[src/rtl/tmr_pkg.sv]
package tmr_pkg;
  typedef enum logic [2:0] {
    OM_SET          = 3'd0,
    OM_CLR          = 3'd1,
    OM_TOG          = 3'd2,
    OM_UP_SET       = 3'd3,
    OM_UP_CLR       = 3'd4,
    OM_OWN_SET      = 3'd5,
    OM_OWN_CLR      = 3'd6,
    OM_HOLD         = 3'd7
  } out_mode_e;

  typedef enum logic {
    DIR_UP   = 1'b0,
    DIR_DOWN = 1'b1
  } dir_e;
endpackage

[src/rtl/tmr_counter.sv]
module tmr_counter
  import tmr_pkg::*;
#(
  parameter int W = 16
) (
  input  logic         clk,
  input  logic         rst_n,
  input  logic         en,
  input  logic [W-1:0] term,
  output logic [W-1:0] count,
  output dir_e         dir,
  output logic         fresh
);
  localparam logic [W-1:0] ONE = {{(W-1){1'b0}}, 1'b1};

  logic [W-1:0] cnt_d;
  dir_e         dir_d;

  always_comb begin
    cnt_d = count;
    dir_d = dir;
    if (en) begin
      if (dir == DIR_UP) begin
        if (count >= term) begin
          dir_d = DIR_DOWN;
          cnt_d = (count == '0) ? '0 : count - ONE;
        end else begin
          cnt_d = count + ONE;
        end
      end else begin
        if (count == '0) begin
          dir_d = DIR_UP;
          cnt_d = (term == '0) ? '0 : ONE;
        end else begin
          cnt_d = count - ONE;
        end
      end
    end
  end

  always_ff @(posedge clk or negedge rst_n) begin
    if (!rst_n) begin
      count <= '0;
      dir   <= DIR_UP;
      fresh <= 1'b0;
    end else begin
      count <= cnt_d;
      dir   <= dir_d;
      fresh <= en;
    end
  end
endmodule

[src/rtl/tmr_match.sv]
module tmr_match
  import tmr_pkg::*;
#(
  parameter int W   = 16,
  parameter int NCH = 3
) (
  input  logic           fresh,
  input  logic [W-1:0]   count,
  input  dir_e           dir,
  input  logic [NCH*W-1:0] cmp_vals,
  output logic [NCH-1:0] ch_evt,
  output logic           ovf_evt
);
  logic [W-1:0] term;
  assign term = cmp_vals[W-1:0];

  for (genvar k = 0; k < NCH; k++) begin : g_cmp
    assign ch_evt[k] = fresh && (count == cmp_vals[k*W +: W]);
  end

  always_comb begin
    ovf_evt = 1'b0;
    if (fresh) begin
      if (dir == DIR_UP) ovf_evt = (count == term);
      else               ovf_evt = (count == '0);
    end
  end
endmodule

[src/rtl/tmr_outmode.sv]
module tmr_outmode
  import tmr_pkg::*;
(
  input  logic       clk,
  input  logic       rst_n,
  input  logic [2:0] mode,
  input  logic       own_evt,
  input  logic       term_evt,
  input  logic       down,
  output logic       pin
);
  logic      pin_d;
  out_mode_e mode_e;

  assign mode_e = out_mode_e'(mode);

  always_comb begin
    pin_d = pin;
    unique case (mode_e)
      OM_SET:     if (own_evt) pin_d = 1'b1;
      OM_CLR:     if (own_evt) pin_d = 1'b0;
      OM_TOG:     if (own_evt) pin_d = ~pin;
      OM_UP_SET:  if (own_evt) pin_d = ~down;
      OM_UP_CLR:  if (own_evt) pin_d = down;
      OM_OWN_SET: begin
        if (own_evt)       pin_d = 1'b1;
        else if (term_evt) pin_d = 1'b0;
      end
      OM_OWN_CLR: begin
        if (own_evt)       pin_d = 1'b0;
        else if (term_evt) pin_d = 1'b1;
      end
      OM_HOLD:    pin_d = pin;
    endcase
  end

  always_ff @(posedge clk or negedge rst_n) begin
    if (!rst_n) pin <= 1'b0;
    else        pin <= pin_d;
  end
endmodule

[src/rtl/tmr_flags.sv]
module tmr_flags #(
  parameter int N = 4
) (
  input  logic         clk,
  input  logic         rst_n,
  input  logic [N-1:0] evt,
  input  logic [N-1:0] clr,
  input  logic [N-1:0] mask,
  input  logic         irq_en,
  output logic [N-1:0] flags,
  output logic         cpu_flag,
  output logic         irq
);
  logic [N-1:0] flags_d;

  always_comb begin
    flags_d = (flags & ~clr) | evt;
  end

  always_ff @(posedge clk or negedge rst_n) begin
    if (!rst_n) flags <= '0;
    else        flags <= flags_d;
  end

  assign cpu_flag = |(flags & mask);
  assign irq      = cpu_flag & irq_en;
endmodule

[src/rtl/updown_cmp_timer.sv]
module updown_cmp_timer
  import tmr_pkg::*;
#(
  parameter int W   = 16,
  parameter int NCH = 3
) (
  input  logic               clk,
  input  logic               rst_n,
  input  logic               cnt_en,
  input  logic [NCH*W-1:0]   cmp_vals,
  input  logic [(NCH-1)*3-1:0] mode_sel,
  input  logic [NCH-1:0]     ch_mask,
  input  logic               ovf_mask,
  input  logic               irq_en,
  input  logic [NCH-1:0]     ch_clr,
  input  logic               ovf_clr,
  output logic [W-1:0]       count,
  output logic               count_down,
  output logic [NCH-2:0]     cmp_out,
  output logic [NCH-1:0]     ch_flag,
  output logic               ovf_flag,
  output logic               cpu_flag,
  output logic               irq
);
  localparam int NFLG = NCH + 1;

  dir_e           dir;
  logic           fresh;
  logic [NCH-1:0] ch_evt;
  logic           ovf_evt;
  logic [NFLG-1:0] flags;

  tmr_counter #(.W(W)) u_cnt (
    .clk   (clk),
    .rst_n (rst_n),
    .en    (cnt_en),
    .term  (cmp_vals[W-1:0]),
    .count (count),
    .dir   (dir),
    .fresh (fresh)
  );

  tmr_match #(.W(W), .NCH(NCH)) u_match (
    .fresh    (fresh),
    .count    (count),
    .dir      (dir),
    .cmp_vals (cmp_vals),
    .ch_evt   (ch_evt),
    .ovf_evt  (ovf_evt)
  );

  for (genvar k = 1; k < NCH; k++) begin : g_pin
    tmr_outmode u_om (
      .clk      (clk),
      .rst_n    (rst_n),
      .mode     (mode_sel[3*(k-1) +: 3]),
      .own_evt  (ch_evt[k]),
      .term_evt (ch_evt[0]),
      .down     (dir == DIR_DOWN),
      .pin      (cmp_out[k-1])
    );
  end

  tmr_flags #(.N(NFLG)) u_flags (
    .clk      (clk),
    .rst_n    (rst_n),
    .evt      ({ovf_evt, ch_evt}),
    .clr      ({ovf_clr, ch_clr}),
    .mask     ({ovf_mask, ch_mask}),
    .irq_en   (irq_en),
    .flags    (flags),
    .cpu_flag (cpu_flag),
    .irq      (irq)
  );

  assign ch_flag    = flags[NCH-1:0];
  assign ovf_flag   = flags[NCH];
  assign count_down = (dir == DIR_DOWN);
endmodule

[config.mk]
export PLATFORM = sky130hd
export DESIGN_NAME = updown_cmp_timer
export DESIGN_NICKNAME = d
export VERILOG_FILES = /design/src/rtl/tmr_pkg.sv /design/src/rtl/tmr_counter.sv /design/src/rtl/tmr_match.sv /design/src/rtl/tmr_outmode.sv /design/src/rtl/tmr_flags.sv /design/src/rtl/updown_cmp_timer.sv
export SDC_FILE = /design/constraint.sdc
export NUM_CORES = 1
export LEC_CHECK = 0
export ABC_AREA = 0
export CAP_MARGIN = 20
export CORE_UTILIZATION = 49
export DETAILED_ROUTE_END_ITERATION = 16
export DONT_BUFFER_PORTS = 1
export GPL_TIMING_DRIVEN = 1
export MAX_ROUTING_LAYER = met4
export SLEW_MARGIN = 20
export SYNTH_ARGS = -nofsm -noshare
export SYNTH_HDL_FRONTEND = slang
export SYNTH_SLANG_ARGS = --single-unit
[constraint.sdc]
create_clock -name clk -period 3.3 [get_ports clk]
set_input_delay 0.165 -clock clk [delete_from_list [all_inputs] [get_ports clk]]
set_output_delay 0.165 -clock clk [all_outputs]
set_load 0.01 [all_outputs]
==> out/metrics.csv, run 1 <==
stage,metric,value,unit
route,Pre-antenna DRT Iters,4,
timing,TNS Setup,0,ns
status,status,"complete, no violations",
logic_synthesis,number of distinct library cells after synthesis,56,
grt,met3 Use GR,2.874,%
route,Vias/cell,6.420,
route,DRC errors left,0,
grt,vias in the first global route,2562,
pwr,P_leak,1.227,nW
logic_synthesis,Yosys top cell by area,dfrtp_1,
timing,Rel. slew slack,61.09,%
logic_synthesis,post-synth net total,428,
finish,fillers,515,
timing,Worst Max-Slew Pin Slew,0.5837,ns
finish,share of cells above drive strength 1,10.37,%
critical_path,Worst Setup End Kind,flop,
grt,first-pass GRT wire length,13.65,mm
timing,setup violators final,0,
critical_path,R2R setup slack,0.55,ns
cts,clock tree buffer depth,2,
logic_synthesis,"Top FF cell, synth",dfrtp_1,
timing,fmax,363.8,MHz
timing,Worst Skew,0.005459,ns
logic_synthesis,"Cell Area, Synth",0.002720,mm^2
logic_synthesis,"Seq/Total Area, Yosys",22.08,%
timing,fin crit period,2.749,ns
grt,pin count of the biggest net entering global routing,26,
worst_hold_path,hold path start,cnt_en,
route,final antenna-violating net count,0,
route,Routed WL,8.616,mm
critical_path,Worst EP arrival,2.95,ns
logic_synthesis,synthesized flop and latch total,24,
logic_synthesis,cells taking the most area after synthesis,"dfrtp_1 (22%), ha_1 (8.7%), xnor2_1 (6.4%), xor2_1 (4.2%), inv_1 (3.9%)",
floorplan,Die Span X,76.51,um
logic_synthesis,Post-synth EDFFs,0,
grt,met1 usage,40.92,%
floorplan,Initial Utilization,51.94,%
critical_path,r2r startpoint,u_cnt.count[15],
grt,layer with the highest usage,met2,
placement,DPL Wire Length,6.507,mm
critical_path,Critical Path Fanout Max,11,
logic_synthesis,list of most frequent post-synthesis cells,"inv_1 (28), dfrtp_1 (24), nand2_1 (20), xnor2_1 (20), ha_1 (19)",
grt,Total GRT Usage,30.74,%
grt,initial antenna violation count,0,
floorplan,Die ar.,0.005853,mm^2
route,1st-iter DRT viols,158,
finish,Final Net Count,433,
logic_synthesis,Syn Inst Count,343,
logic_synthesis,Synth Warn #,0,
route,vias after detailed routing,2677,
flow_run,max_cap viols,0,
grt,Congestion Overflow GR,0,
route,routed length per instance,20.66,um
placement,port bufs,0,
placement,final RePlAce weighted congestion,0.8808,
cts,clk root buf,clkbuf_8,
logic_synthesis,post-synth top area share,22.08,%
critical_path,CP startpoint kind,flop,
timing,final hold violation count,0,
critical_path,Reg2Reg Depth,8,
critical_path,Critical Path RT,3.50,ns
timing,RSZ-0062 raised after global routing,no,
cts,CTS tree,done,
floorplan,CORE AREA,0.005238,mm^2
critical_path,Setup Crit Path Kind,flop to flop,
pwr,Tot Pwr,1.874,mW
cts,H-tree depth,1,
floorplan,Rows,26,
cts,total CTS buffers,3,
floorplan,boundary pin count,91,
cts,clk sink count,24,
worst_hold_path,Hold WC Path Type,primary input to flop,
cts,Worst-Skew Late Latency,0.28,ns
logic_synthesis,Synth async-reset ratio,100.0,%
logic_synthesis,Synth Area per Inst,7.930,um^2
worst_hold_path,Hold Path End,u_cnt.count[9],
timing,"Slew Viols, Final",0,
grt,met2 usage,50.72,%
timing,Tcrit/Tclk final,83.30,%
floorplan,Die Span Y,76.51,um
finish,ANT cells,0,
pwr,peak supply drop,346.7,uV
worst_hold_path,Hold Crit Depth,1,
critical_path,R2R Path End,u_cnt.count[5],
logic_synthesis,"count leader, synth",inv_1,
cts,Clock Pin Slew Worst Setup and Hold Paths,0.10,ns
pwr,Pwr Density,631.3,mW/mm^2
finish,Area Growth Syn to Fin,9.108,%
-- kinds of logic (layout without fill, tap and decap cells) --
| kind of cell | after synthesis | in the layout | synth area share, % |
|---|---|---|---|
| buffers and inverters | 54 | 58 | 8.693 |
| AO/OA/AOI/OAI | 86 | 86 | 22.26 |
| adder cells (fa/ha/maj) | 19 | 19 | 8.740 |
| XOR/XNOR | 33 | 33 | 10.63 |
| AND/OR/NAND/NOR | 119 | 119 | 24.47 |
| multiplexers | 8 | 8 | 3.128 |
| flip-flops | 24 | 24 | 22.08 |
-- layout by cell type (no fill, tap or decap), types with 7 or more instances in the layout --
master   netlist  layout
inv_1         28      28
dfrtp_1       24      24
xnor2_1       20      20
nand2_1       20      20
buf_4          3      20
ha_1          19      19
o21ai_0       18      18
nand3_1       17      17
nor2_1        15      15
nor4_1        14      14
xor2_1        13      13
a21oi_1       11      11
nor3_1        10      10
and3_1         9       9
nand4_1        8       8
o31ai_1        8       8
a22oi_1        7       7
-- repair_timing --
item,4_1_cts,5_1_grt
hold buffers,6,0
endpoints found under the hold margin,29,0
resized for setup,0,0
buffers inserted,0,0
-- worst max-delay path, cell delays in order, from the launching register on --
cell	delay, ns
dfrtp_1	0.58
ha_1	0.33
a211oi_1	0.22
o21ai_0	0.22
a221o_1	0.43
nor2_1	0.17
buf_4	0.21
mux2_2	0.34
o221ai_1	0.16
-- registers in the layout, indices dropped and copies added (netlist names) --
register	count
u_cnt.count	16
u_cnt.dir	1
u_flags.flags	4
u_cnt.fresh	1
g_pin.u_om.pin	2
-- cell type report --
type / count / area (um^2) / share of cell area, %
Inverter: 28 / 105.1 / 3.541
Clock inverter: 1 / 30.03 / 1.012
Timing Repair Buffer: 26 / 220.2 / 7.420
Sequential cell: 24 / 600.6 / 20.24
Clock buffer: 3 / 41.29 / 1.391
Tap cell: 70 / 87.58 / 2.951
Multi-Input combinational cell: 265 / 1883 / 63.45
-- where the power goes --
part / internal, mW / switching [mW]
registers: 0.371 / 0.197
clock network: 0.163 / 0.115
logic: 0.448 / 0.581
-- metal layers --
metal	vias up	share of wire, %
li1	1277	-
met1	1262	45
met2	130	47
met3	8	6.3
met4	0	1.3
met5	-	0
-- worst max-delay path by stage --
stage | start | to | slack (ns) | cells past startpoint
2_1_floorplan | u_cnt.count[0] | u_cnt.count[4] | 0.65 | 11
3_3_place_gp | u_cnt.count[15] | u_cnt.count[9] | 0.67 | 9
3_5_place_dp | u_cnt.count[15] | u_cnt.count[5] | 0.62 | 8
4_1_cts | u_cnt.count[15] | u_cnt.count[5] | 0.59 | 8
5_1_grt | u_cnt.count[15] | u_cnt.count[5] | 0.36 | 8
6_report | u_cnt.count[15] | u_cnt.count[5] | 0.55 | 8
-- metrics by stage --
step                worst slack [ns]  std cells  area (um^2)  utilization, %  hold WS (ns)
floorplan                     0.6467        343         2720               -       -0.1306
global placement              0.6697        407         2826           53.97       -0.1300
detailed placement            0.6167        407         2826           53.97       -0.1298
CTS                           0.5854        417         2968           56.67       0.02704
global route                  0.3615        417         2968           56.67       0.03064
finish                        0.5510        417         2968           56.67       0.02776
No activity file was read; power rests on OpenSTA's default activity.
==> run 2, diff against run 1 <==
- PLACE_DENSITY: default -> 0.66
- clock period: 3.3 -> 2.3 ns (I/O delays scaled with it)
==> out/metrics.csv, run 2 (synthesized netlist as in run 1, its figures left out) <==
stage,metric,value,unit,change
status,status,finished with violations,,
status,failing checks,"negative hold slack, negative setup slack",,
cts,total CTS buffers,3,,unchanged
route,routed length per instance,21.40,um,+3.6%
critical_path,Worst EP arrival,2.55,ns,-0.40 ns
floorplan,Die Span Y,76.51,um,unchanged
finish,Area Growth Syn to Fin,33.99,%,
route,Vias/cell,6.539,,+1.9%
cts,clock tree buffer depth,2,,unchanged
cts,Worst-Skew Late Latency,0.28,ns,about the same
finish,final non-filler cell total,471,,+13%
finish,share of cells above drive strength 1,31.42,%,+21 points
placement,port bufs,0,,unchanged
cts,H-tree depth,1,,unchanged
finish,"most common cell after layout, fill and taps aside",buf_4,,
pwr,Pwr Density,911.2,mW/mm^2,+44%
critical_path,Critical Path Max Stage Delay,0.48,ns,-0.10 ns
grt,initial antenna violation count,0,,unchanged
pwr,peak supply drop,514.7,uV,+48%
timing,fmax,418.4,MHz,+15%
floorplan,boundary pin count,91,,unchanged
floorplan,Initial Utilization,51.94,%,unchanged
critical_path,Critical Path Fanout Max,5,,-6
timing,"Slew Viols, Final",0,,unchanged
timing,TNS Setup,-0.4353,ns,-0.4353 ns
grt,first-pass GRT wire length,15.32,mm,+12%
cts,clk sink count,24,,unchanged
floorplan,Die ar.,0.005853,mm^2,unchanged
worst_hold_path,Hold WC Path Type,primary input to flop,,
critical_path,CP startpoint kind,flop,,
flow_run,max_cap viols,0,,unchanged
finish,largest registers,"u_cnt.count x16, u_flags.flags x4, g_pin.u_om.pin x2",,
timing,Worst Max-Slew Pin Slew,0.5718,ns,-0.01191 ns
placement,final RePlAce weighted congestion,1.013,,+15%
pwr,P_leak,1.514,nW,+23%
floorplan,Rows,26,,unchanged
grt,pin count of the biggest net entering global routing,25,,-3.8%
cts,Clock Pin Slew Worst Setup and Hold Paths,0.10,ns,about the same
timing,fin crit period,2.390,ns,-0.3592 ns
route,final antenna-violating net count,0,,unchanged
grt,Total GRT Usage,34.56,%,+3.8 points
critical_path,R2R setup slack,-0.09,ns,-0.64 ns
timing,final hold violation count,1,,+1
timing,Hold WS,-0.0001897,ns,-0.02795 ns
floorplan,Die Span X,76.51,um,unchanged
timing,Tcrit/Tclk final,103.9,%,+21 points
timing,Worst Skew,0.007167,ns,+0.001709 ns
cts,CTS tree,done,,
placement,Area after DPL,0.003189,mm^2,+13%
pwr,Tot Pwr,3.321,mW,+77%
route,1st-iter DRT viols,285,,+80%
critical_path,Worst Setup End Kind,flop,,
route,Pre-antenna DRT Iters,5,,+1
placement,Cell Count Post-Placement,449,,+10%
finish,Final Net Count,487,,+12%
critical_path,CP max stage cell,or4_4,,
placement,setup slack at placement,-0.09938,ns,-0.7160 ns
finish,max reg flops,16,,unchanged
critical_path,worst path cell trace,buf_4 > buf_4 > or4_4 > or4_4 > or3_1 > o221ai_2 > o31ai_2,,
critical_path,Critical Path RT,2.46,ns,-1.04 ns
finish,final core utilization,69.59,%,+13 points
timing,RSZ-0062 raised after global routing,yes,,
timing,setup violators final,8,,+8
grt,Congestion Overflow GR,0,,unchanged
route,DRC errors left,0,,unchanged
placement,DPL Wire Length,7.342,mm,+13%
timing,Rel. slew slack,61.84,%,+0.75 points
grt,vias in the first global route,2946,,+15%
timing,final setup margin,-0.08978,ns,-0.6408 ns
finish,most flop-heavy register,u_cnt.count,,
critical_path,Setup Crit Path Kind,flop to flop,,
cts,clk root buf,clkbuf_8,,
route,Routed WL,10.08,mm,+17%
floorplan,CORE AREA,0.005238,mm^2,unchanged
finish,fillers,431,,-16%
route,vias after detailed routing,3080,,+15%
finish,final instance area,0.003645,mm^2,+23%
finish,ANT cells,0,,unchanged
finish,most frequent cells in the layout,"buf_4 (64), inv_1 (27), xnor2_1 (20), dfrtp_1 (20), nand2_1 (19)",,
run 2: changes by cell type in the layout (fill, tap and decap cells not counted), sizes merged:
cell	before	now
buf	21	75
run 2: timing repair:
| item | CTS | global route |
|---|---|---|
| hold buffers | 6 | 0 |
| gates resized for setup | 9 | 40 |
| buffers inserted | 4 | 8 |
| pin swaps | 6 | 13 |
| setup endpoints to repair | 12 | 17 |
| hold endpoints to repair | 31 | 0 |
run 2: path summary, 6_finish.rpt:
kind | startpoint | end | cells past startpoint
max | u_cnt.count[8] | u_cnt.count[15] | 7
min | ch_clr[2] | u_flags.flags[2] | 2
max reg2reg | u_cnt.count[8] | u_cnt.count[15] | 7
min reg2reg | u_flags.flags[2] | u_flags.flags[2] | 1
max in group asynchronous | rst_n | u_cnt.count[0] | 2
min in group asynchronous | rst_n | u_cnt.count[8] | 2
run 2: report_power, final:
part           switching (mW)  total, mW  internal, mW
clock network           0.164      0.397         0.233
registers               0.163      0.703         0.540
logic                    1.18       2.22          1.05
run 2: cell type report:
type | count | area [um^2] | share of cell area (%)
Timing Repair Buffer | 80 | 680.7 | 18.67
Clock buffer | 3 | 41.29 | 1.133
Inverter | 28 | 105.1 | 2.884
Clock inverter | 1 | 30.03 | 0.8239
Sequential cell | 24 | 605.6 | 16.62
Tap cell | 70 | 87.58 | 2.403
Multi-Input combinational cell | 265 | 2095 | 57.47
run 2: metal layers:
| metal | wire [um] | global-route usage [%] |
|---|---|---|
| met4 | 206 | 9.038 |
| met1 | 4238 | 45.08 |
| met3 | 953 | 4.671 |
| met2 | 4681 | 56.22 |
| met5 | 0 | - |
run 2: worst max-delay path, delay by kind of cell, from the launching register on:
kind	cells	cell delay [ns]
flip-flops	1	0.44
AND/OR/NAND/NOR	3	1.26
AO/OA/AOI/OAI	2	0.28
buffers and inverters	2	0.29
